`config.mk`:
```
export PLATFORM = sky130hd
export DESIGN_NAME = pwr_short_monitor
export DESIGN_NICKNAME = d
export VERILOG_FILES = /design/src/rtl/pwr_short_monitor.sv
export SDC_FILE = /design/constraint.sdc
export NUM_CORES = 1
export LEC_CHECK = 0
export BUFFER_PORTS_ARGS = -buffer_cell sky130_fd_sc_hd__buf_2
export CAP_MARGIN = 25
export CORE_AREA = 2 2 72 74
export DETAILED_ROUTE_END_ITERATION = 16
export DIE_AREA = 0 0 74 76
export GPL_TIMING_DRIVEN = 0
export PLACE_DENSITY_LB_ADDON = 0.05
export REMOVE_ABC_BUFFERS = 1
export SLEW_MARGIN = 20
export SYNTH_ARGS = -nofsm -noshare
export SYNTH_HDL_FRONTEND = slang
export SYNTH_SLANG_ARGS = --single-unit
```
`constraint.sdc`:
```
create_clock -name clk -period 1.3 [get_ports clk]
set_input_delay 0.065 -clock clk [delete_from_list [all_inputs] [get_ports clk]]
set_output_delay 0.065 -clock clk [all_outputs]
set_load 0.005 [all_outputs]
```
`src/rtl/pwr_short_monitor.sv`:
```
module pwr_short_monitor #(
  parameter int CH  = 8,
  parameter int SHW = 2
) (
  input  logic              clk,
  input  logic              rst_n,
  input  logic [CH-1:0]     cmd_lvl,
  input  logic [CH-1:0]     pad_lvl,
  input  logic [CH-1:0]     period_start,
  input  logic [CH*SHW-1:0] ushift,
  input  logic              wr_en,
  input  logic [CH-1:0]     wr_data,
  output logic [CH-1:0]     flags
);
  localparam int CW = $clog2((1 << SHW) + 1);

  logic [CW-1:0] cnt [CH];
  logic [CH-1:0] strobe;
  logic [CH-1:0] hit;
  logic [CH-1:0] clr;

  for (genvar i = 0; i < CH; i++) begin : g_ch
    always_ff @(posedge clk) begin
      if (!rst_n)
        cnt[i] <= '0;
      else if (period_start[i])
        cnt[i] <= CW'(ushift[i*SHW +: SHW]) + CW'(1);
      else if (cnt[i] != '0)
        cnt[i] <= cnt[i] - CW'(1);
    end
    assign strobe[i] = (cnt[i] == CW'(1));
  end

  assign hit = strobe & (cmd_lvl ^ pad_lvl);
  assign clr = wr_en ? wr_data : '0;

  always_ff @(posedge clk) begin
    if (!rst_n)
      flags <= '0;
    else
      flags <= (flags & ~clr) | hit;
  end
endmodule

```
==> metrics.md, run 1 <==
| Metric | Value |
|---|---|
| Outcome | `finished with violations` |
| Failing checks | `setup timing` |
| Vias per cell | `around 4.8` |
| Yosys cell types | `22` |
| Final WL | `4595 um` |
| Critical path fanouts, max | `3` |
| Root buf cell | `clkbuf_8` |
| Worst Tran Pin Value | `0.8416 ns` |
| Worst slew margin | `0.4390` |
| Hpwl dp | `approximately 3000 um` |
| Post-Syn Area | `between 2000 and 2500 um^2` |
| Post-Syn Area per Cell | `9.759 um^2` |
| Util after Layout | `0.6302` |
| GPL Wtd Cong | `just under 0.8` |
| Clock Skew | `around 0.0021 ns` |
| Die Ht | `roughly 76 um` |
| Simple-gate portion of the synthesized area | `0.1973` |
| Final hold vios | `0` |
| First-pass DRT Iterations | `4` |
| Total CTS buffers | `5` |
| Aggregate global routing overflow | `0` |
| Non-filler cells, final | `380` |
| Core Area | `around 4900 um^2` |
| WS Path Type | `reg2reg` |
| Largest net degree at the start of global routing | `49` |
| Die W | `roughly 74 um` |
| CP arrival | `about 1.4 ns` |
| Post-Synthesis Cells | `230` |
| Cell Rows | `26` |
| Clock slew at reported path FFs | `0.06 ns` |
| Wire per inst | `about 12 um` |
| Largest family of logic cells by synthesized area | `simple AND/OR/NAND/NOR gates` |
| XOR/XNOR Fraction of Synth Area | `0.03122` |
| Compound-gate portion of the synthesized area | `0.1048` |
| Die footprint | `5624 um^2` |
| Adder-Cell Fraction of Synth Area | `0.1784` |
| Worst-case clock buffer depth | `2` |
| Number of global-route vias before repair | `between 1500 and 2000` |
| Seq/Total Area, Yosys | `0.3924` |
| Mux cell area share after synthesis | `0.03567` |
| DR vias | `around 1800` |
| Static Leak | `1.441 nW` |
| First-pass GRT wire length | `~7000 um` |
| DRC errors left | `0` |
| Final worst path period share | `1.011` |
| CP Capture Type | `flip-flop` |
| Max Clk Rate | `761.2 MHz` |
| DRT antenna net count | `0` |
| Layout net count | `between 300 and 400` |
| Final Max Tran Viols | `0` |
| Initial Util | `0.4570` |
| H-tree lvl count | `2` |
| Peak supply drop | `~0.64 mV` |
| RSZ-0062 raised after global routing | `true` |
| PnR worst setup slack | `-0.01369 ns` |
| Synth-to-layout area growth | `37.90%` |
| Antenna diodes | `0` |
| Worst hold slack | `0.05623 ns` |
| Hold Buf Count CTS | `0` |
| Ports | `59` |
| Post-synthesis register bit count | `32` |
| Max cap viols | `0` |
| Worst-skew pair later-pin latency | `roughly 0.28 ns` |
| Ys Warns | `0` |
| Worst setup SP type | `flip-flop` |
| Fraction of layout cells with a size suffix above 1 | `0.4613` |
| Port-buffer cells | `between 50 and 60` |
| Post-route minimum period | `around 1.3 ns` |
| Initial antenna violation count | `0` |
| Dpl cells | `352` |
| Critical Path RT | `between 1 and 1.5 ns` |
| Gr usage total | `0.1586` |
| Pwr/cell area | `around 1200 nW/um^2` |
| Final setup violation count | `4` |
| Initial DRC count | `58` |
| CTS tree | `done` |
| Hold Crit Class | `in2reg` |
| Sink Count | `32` |
-- cell families (layout without fill, tap and decap cells) --
group           after synthesis  count (layout)
simple gates                 86              86
compound gates               34              34
fa+ha+maj                    32              32
flops                        32              32
buf+inv                      30             110
xor+xnor                      8               8
mux                           8               8
-- power by group --
group | total (mW) | leakage [nW] | switching [mW] | internal (mW)
combinational | 1.40 | 1.06 | 0.658 | 0.747
sequential | 1.42 | 0.338 | 0.125 | 1.29
clock | 0.783 | 0.0455 | 0.352 | 0.431
total | 3.60 | 1.44 | 1.13 | 2.47
-- flip-flops by register name, indices dropped and copies added, names as in the netlist --
signal,count
flags,8
cnt,24
-- layout make-up --
class | instances | area, um^2
Multi-Input combinational cell | 168 | 1506
Clock buffer | 8 | 90.09
Timing Repair Buffer | 78 | 440.4
Fill cell | 414 | 1817
Inverter | 24 | 90.09
Tap cell | 70 | 87.58
Sequential cell | 32 | 880.8
-- worst max-delay path, cell delays in order, from the launching register on --
cell and delay [ns]:
edfxtp_1 0.42, inv_2 0.10, ha_4 0.13, nor2b_4 0.20
nor3_2 0.06, o21a_1 0.16
-- cell usage after synthesis --
cell type	instances	area (um^2)
xor2_1	6	52.55
nor2b_2	8	70.07
xnor2_1	2	17.52
a21oi_1	8	40.04
o31ai_1	6	45.04
nand3_1	16	80.08
nor3_1	8	40.04
nand4b_1	6	52.55
nand2_1	24	90.09
mux2i_1	8	80.08
o21ai_0	8	40.04
inv_1	24	90.09
ha_1	32	400.4
buf_2	3	15.01
edfxtp_1	24	720.7
dfxtp_1	8	160.2
and2_1	8	50.05
nor2_1	16	60.06
buf_4	1	7.510
o31ai_2	4	50.05
buf_6	2	22.52
o21a_1	8	60.06
-- layer usage --
layer / vias up / part of all wire / GRT usage
li1: 950 / - / -
met1: 836 / 0.45 / 0.1949
met2: 40 / 0.50 / 0.2652
met3: 6 / 0.044 / 0.04497
met4: 0 / 0.012 / 0.04909
met5: - / 0 / 0
-- metrics by stage --
stage / total power [mW] / setup WS (ns) / instance area [um^2] / setup TNS (ns)
after floorplan: 2.032 / 0.03000 / 2200 / 0
after global placement: 2.295 / -0.06941 / 2577 / -1.393
after detailed placement: 2.325 / -0.08998 / 2577 / -2.241
after CTS: 3.360 / -0.002082 / 2863 / -0.002082
after global routing: 3.858 / -0.05682 / 3095 / -0.8735
final: 3.603 / -0.01369 / 3095 / -0.02477
-- cell usage in the layout, fill, tap and decap left out, types with 6 or more instances in the layout --
master	netlist	layout
nor3_2	0	7
xor2_1	6	6
nand2_1	24	24
and2_1	8	8
nand3_1	16	8
mux2i_1	8	8
nand3_2	0	8
a21oi_1	8	8
buf_2	3	58
inv_1	24	8
dfxtp_1	8	8
inv_2	0	16
edfxtp_1	24	24
o31ai_2	4	9
ha_4	0	11
o21a_1	8	8
o21ai_0	8	8
ha_1	32	21
nor2b_4	0	8
nand4b_1	6	6
clkbuf_8	0	6
nor2_1	16	16
buf_4	1	20
-- final timing paths --
| check | from | endpoint | slack [ns] | depth (start not counted) |
|---|---|---|---|---|
| worst max-delay path | cnt[0][0] | cnt[0][0] | -0.01 | 5 |
| worst min-delay path | wr_data[5] | flags[5] | 0.06 | 4 |
| worst max register to register | cnt[0][0] | cnt[0][0] | -0.01 | 5 |
| worst min register to register | flags[2] | flags[2] | 0.45 | 2 |
-- timing repair --
action	in CTS	in global routing
pin swaps	0	21
endpoints found under the setup margin	40	40
buffers inserted	10	10
gates resized for setup	29	37
No activity file was read; power rests on OpenSTA's default activity.
==> inputs of run 2 (changes only) <==
--- a/config.mk
+++ b/config.mk
@@ -5,6 +5,7 @@
 export SDC_FILE = /design/constraint.sdc
 export NUM_CORES = 1
 export LEC_CHECK = 0
+export ABC_AREA = 1
 export BUFFER_PORTS_ARGS = -buffer_cell sky130_fd_sc_hd__buf_2
 export CAP_MARGIN = 25
 export CORE_AREA = 2 2 72 74
==> run 2 against run 1 <==
The run now ends clean. Maximum frequency is 5.3% higher. Sequential power is 7% lower. Register-to-register slack improved by 0.07 ns. First-iteration DRC count shrank 10%. Largest cell class unchanged. Largest power group unchanged. Highest routed layer unchanged.
==> metrics.md, run 2 <==
| Metric | Value |
|---|---|
| Clock Skew | `0.006010 ns (+0.003914 ns)` |
| Count leader, synth | `nand2_1` |
| Vias per cell | `4.620 (-4.2%)` |
| Peak supply drop | `0.4385 mV (-32%)` |
| Ys Warns | `0 (unchanged)` |
| Asr flop ratio synth | `0 (unchanged)` |
| Die footprint | `5624 um^2 (unchanged)` |
| Layout net count | `422 (+7.7%)` |
| Seq/Total Area, Yosys | `0.3862 (-0.006243)` |
| Hold Crit Class | `in2reg` |
| Worst hold slack | `0.04292 ns (-0.01331 ns)` |
| Area contributors post-synth | `edfxtp_1, ha_1, nand2_1, inv_1, dfxtp_1` |
| Worst setup SP type | `flip-flop` |
| Cell Chain, Critical Path | `inv_1 -> ha_1 -> nand2_1 -> nand2_2 -> nand2_2` |
| Most frequent cells in the layout | `buf_2, nand2_1, inv_1` |
| Initial DRC count | `52 (-10%)` |
| DRC errors left | `0 (unchanged)` |
| Post-route minimum period | `1.247 ns (-0.06640 ns)` |
| H-tree lvl count | `2 (unchanged)` |
| Initial antenna violation count | `0 (unchanged)` |
| Total CTS buffers | `5 (unchanged)` |
| First-pass DRT Iterations | `4 (unchanged)` |
| Predominant post-synthesis flop cell | `edfxtp_1` |
| Static Leak | `1.400 nW (-2.9%)` |
| Aggregate global routing overflow | `0 (unchanged)` |
| Most area-hungry cell type in the Yosys netlist | `edfxtp_1` |
| RSZ-0062 raised after global routing | `false` |
| HP Start | `wr_data[4]` |
| Outcome | `finished clean` |
| GPL Wtd Cong | `0.7560 (-4.8%)` |
| FF-to-FF End | `cnt[1][10]` |
| Number of global-route vias before repair | `1777 (+7.0%)` |
| PnR worst setup slack | `0.05271 ns (+0.06640 ns)` |
| DR vias | `1894 (+3.4%)` |
| Final hold vios | `0 (unchanged)` |
| Ports | `59 (unchanged)` |
| Max Clk Rate | `801.7 MHz (+5.3%)` |
| Die Ht | `76 um (unchanged)` |
| Initial Util | `0.4643 (+0.007387)` |
| Yosys cell types | `20 (-9.1%)` |
| Final Max Tran Viols | `0 (unchanged)` |
| CP Capture Type | `flip-flop` |
| R2r setup slk | `0.05 ns (+0.07 ns)` |
| Hold EP | `flags[4]` |
| Worst Hold Path Cells | `4 (unchanged)` |
| Most common cell after layout, fill and taps aside | `buf_2` |
| Worst-skew pair later-pin latency | `0.28 ns (about the same)` |
| Max stage delay cell, worst path | `edfxtp_1` |
| Util after Layout | `0.5736 (-0.05655)` |
| Max cap viols | `0 (unchanged)` |
| Die W | `74 um (unchanged)` |
| Synth top cells by count | `nand2_1, inv_1, ha_1` |
| Cell Rows | `26 (unchanged)` |
| Total power | `2.888 mW (-20%)` |
| Synth-to-layout area growth | `23.53%` |
| Hpwl dp | `3177 um (+3.9%)` |
| Post-Synthesis Cells | `273 (+19%)` |
| Final worst path period share | `0.9595 (-0.05108)` |
| Fin area | `2818 um^2 (-9.0%)` |
| Sink Count | `32 (unchanged)` |
| Fraction of layout cells with a size suffix above 1 | `0.2912 (-0.1701)` |
| Root buf cell | `clkbuf_8` |
| Antenna diodes | `0 (unchanged)` |
| Critical path fanouts, max | `4 (+1)` |
| DRT antenna net count | `0 (unchanged)` |
| Wire per inst | `10.25 um (-15%)` |
| Port-buffer cells | `58 (unchanged)` |
| Worst Tran Pin Value | `0.3602 ns (-0.4813 ns)` |
| Pre-CTS setup slack | `-0.2032 ns (-0.1132 ns)` |
| Gr usage total | `0.1646 (+0.005905)` |
| Pwr/cell area | `1025 nW/um^2 (-12%)` |
| Post-Syn Area | `2281 um^2 (+1.6%)` |
| CTS tree | `done` |
| Top flop regs | `cnt (24), flags (8)` |
| Reg2Reg Depth | `5 (unchanged)` |
| Final WL | `4204 um (-8.5%)` |
| First-pass GRT wire length | `7314 um (+5.2%)` |
| Final setup violation count | `0 (-4)` |
| Cell with the most instances on the worst path | `nand2_2` |
| Worst slew margin | `0.7598 (+0.3209)` |
| WS Path Type | `reg2reg` |
| Post-Syn Area per Cell | `8.355 um^2 (-14%)` |
| Critical Path RT | `1.29 ns (-0.05 ns)` |
| Biggest register | `cnt` |
| Largest net degree at the start of global routing | `28 (-43%)` |
| Clock slew at reported path FFs | `0.06 ns (about the same)` |
| Worst reg2reg path startpoint | `cnt[1][9]` |
| Worst-case clock buffer depth | `2 (unchanged)` |
| Max FFs per register | `24 (unchanged)` |
| Synth top area share | `0.3160 (-0.005108)` |
| EDFF count, synth | `24 (unchanged)` |
| Highest cell delay on the worst timing path | `0.39 ns (-0.03 ns)` |
| Core Area | `4912 um^2 (unchanged)` |
| Post-synthesis register bit count | `32 (unchanged)` |
| Cell Area, Placed | `2623 um^2 (+1.7%)` |
| CP arrival | `1.24 ns (-0.12 ns)` |
-- run 2: cell count changes after synthesis, moves of 10 or more --
cell | before | now
nand2_1 | 24 | 63
o21ai_1 | 0 | 10
nand3_1 | 16 | 28
inv_1 | 24 | 51
-- run 2: how the worst max path moves through the flow --
stage,cells past startpoint,startpoint,end
after floorplan,5,cnt[1][0],cnt[1][0]
after global placement,5,rst_n,cnt[0][10]
after detailed placement,5,rst_n,cnt[1][3]
after CTS,5,cnt[1][0],cnt[1][0]
after global routing,4,cnt[0][0],cnt[0][2]
final,5,cnt[1][9],cnt[1][10]
-- run 2: worst max-delay path: cells and delay by family, from the launching register on --
kind	cells	cell delay (ns)
buf+inv	1	0.08
simple gates	3	0.29
flops	1	0.39
fa+ha+maj	1	0.20
-- run 2: power breakdown --
part	internal [mW]	switching, mW	total (mW)
registers	1.25	0.0686	1.32
logic	0.346	0.431	0.777
clock network	0.432	0.363	0.794
-- run 2: what timing repair did --
item | CTS | global route
cloned | 0 | 0
hold buffers | 0 | 0
gates resized for setup | 2 | 17
pin swaps | 1 | 4
setup buffers | 1 | 5
endpoints found under the setup margin | 6 | 29
-- run 2: cell type report --
class | count | area, um^2
Tap cell | 70 | 87.58
Multi-Input combinational cell | 184 | 1224
Timing Repair Buffer | 64 | 337.8
Fill cell | 453 | 2095
Clock buffer | 8 | 90.09
Sequential cell | 32 | 880.8
Inverter | 52 | 197.7
-- run 2: cell families (layout without fill, tap and decap cells) --
group / after synthesis / count (layout) / share of synthesized area
AND/OR/NAND/NOR: 116 / 116 / 0.2293
buffers and inverters: 57 / 124 / 0.1026
adder cells (fa/ha/maj): 32 / 32 / 0.1755
flip-flops: 32 / 32 / 0.3862
AO/OA/AOI/OAI: 29 / 29 / 0.07954
XOR/XNOR: 7 / 7 / 0.02688
-- run 2: layer usage --
metal  share of wire  global-route usage  vias up
met1            0.46              0.2174      849
met4          0.0062             0.04364        0
met3           0.048             0.04233        2
li1                -                   -     1006
met2            0.48              0.2652       37
met5               0                   0        -
-- run 2: stage by stage --
stage | TNS [ns] | instances
after floorplan | 0 | 268
after global placement | -4.066 | 396
after detailed placement | -4.264 | 396
after CTS | 0 | 405
after global routing | 0 | 410
final | 0 | 410
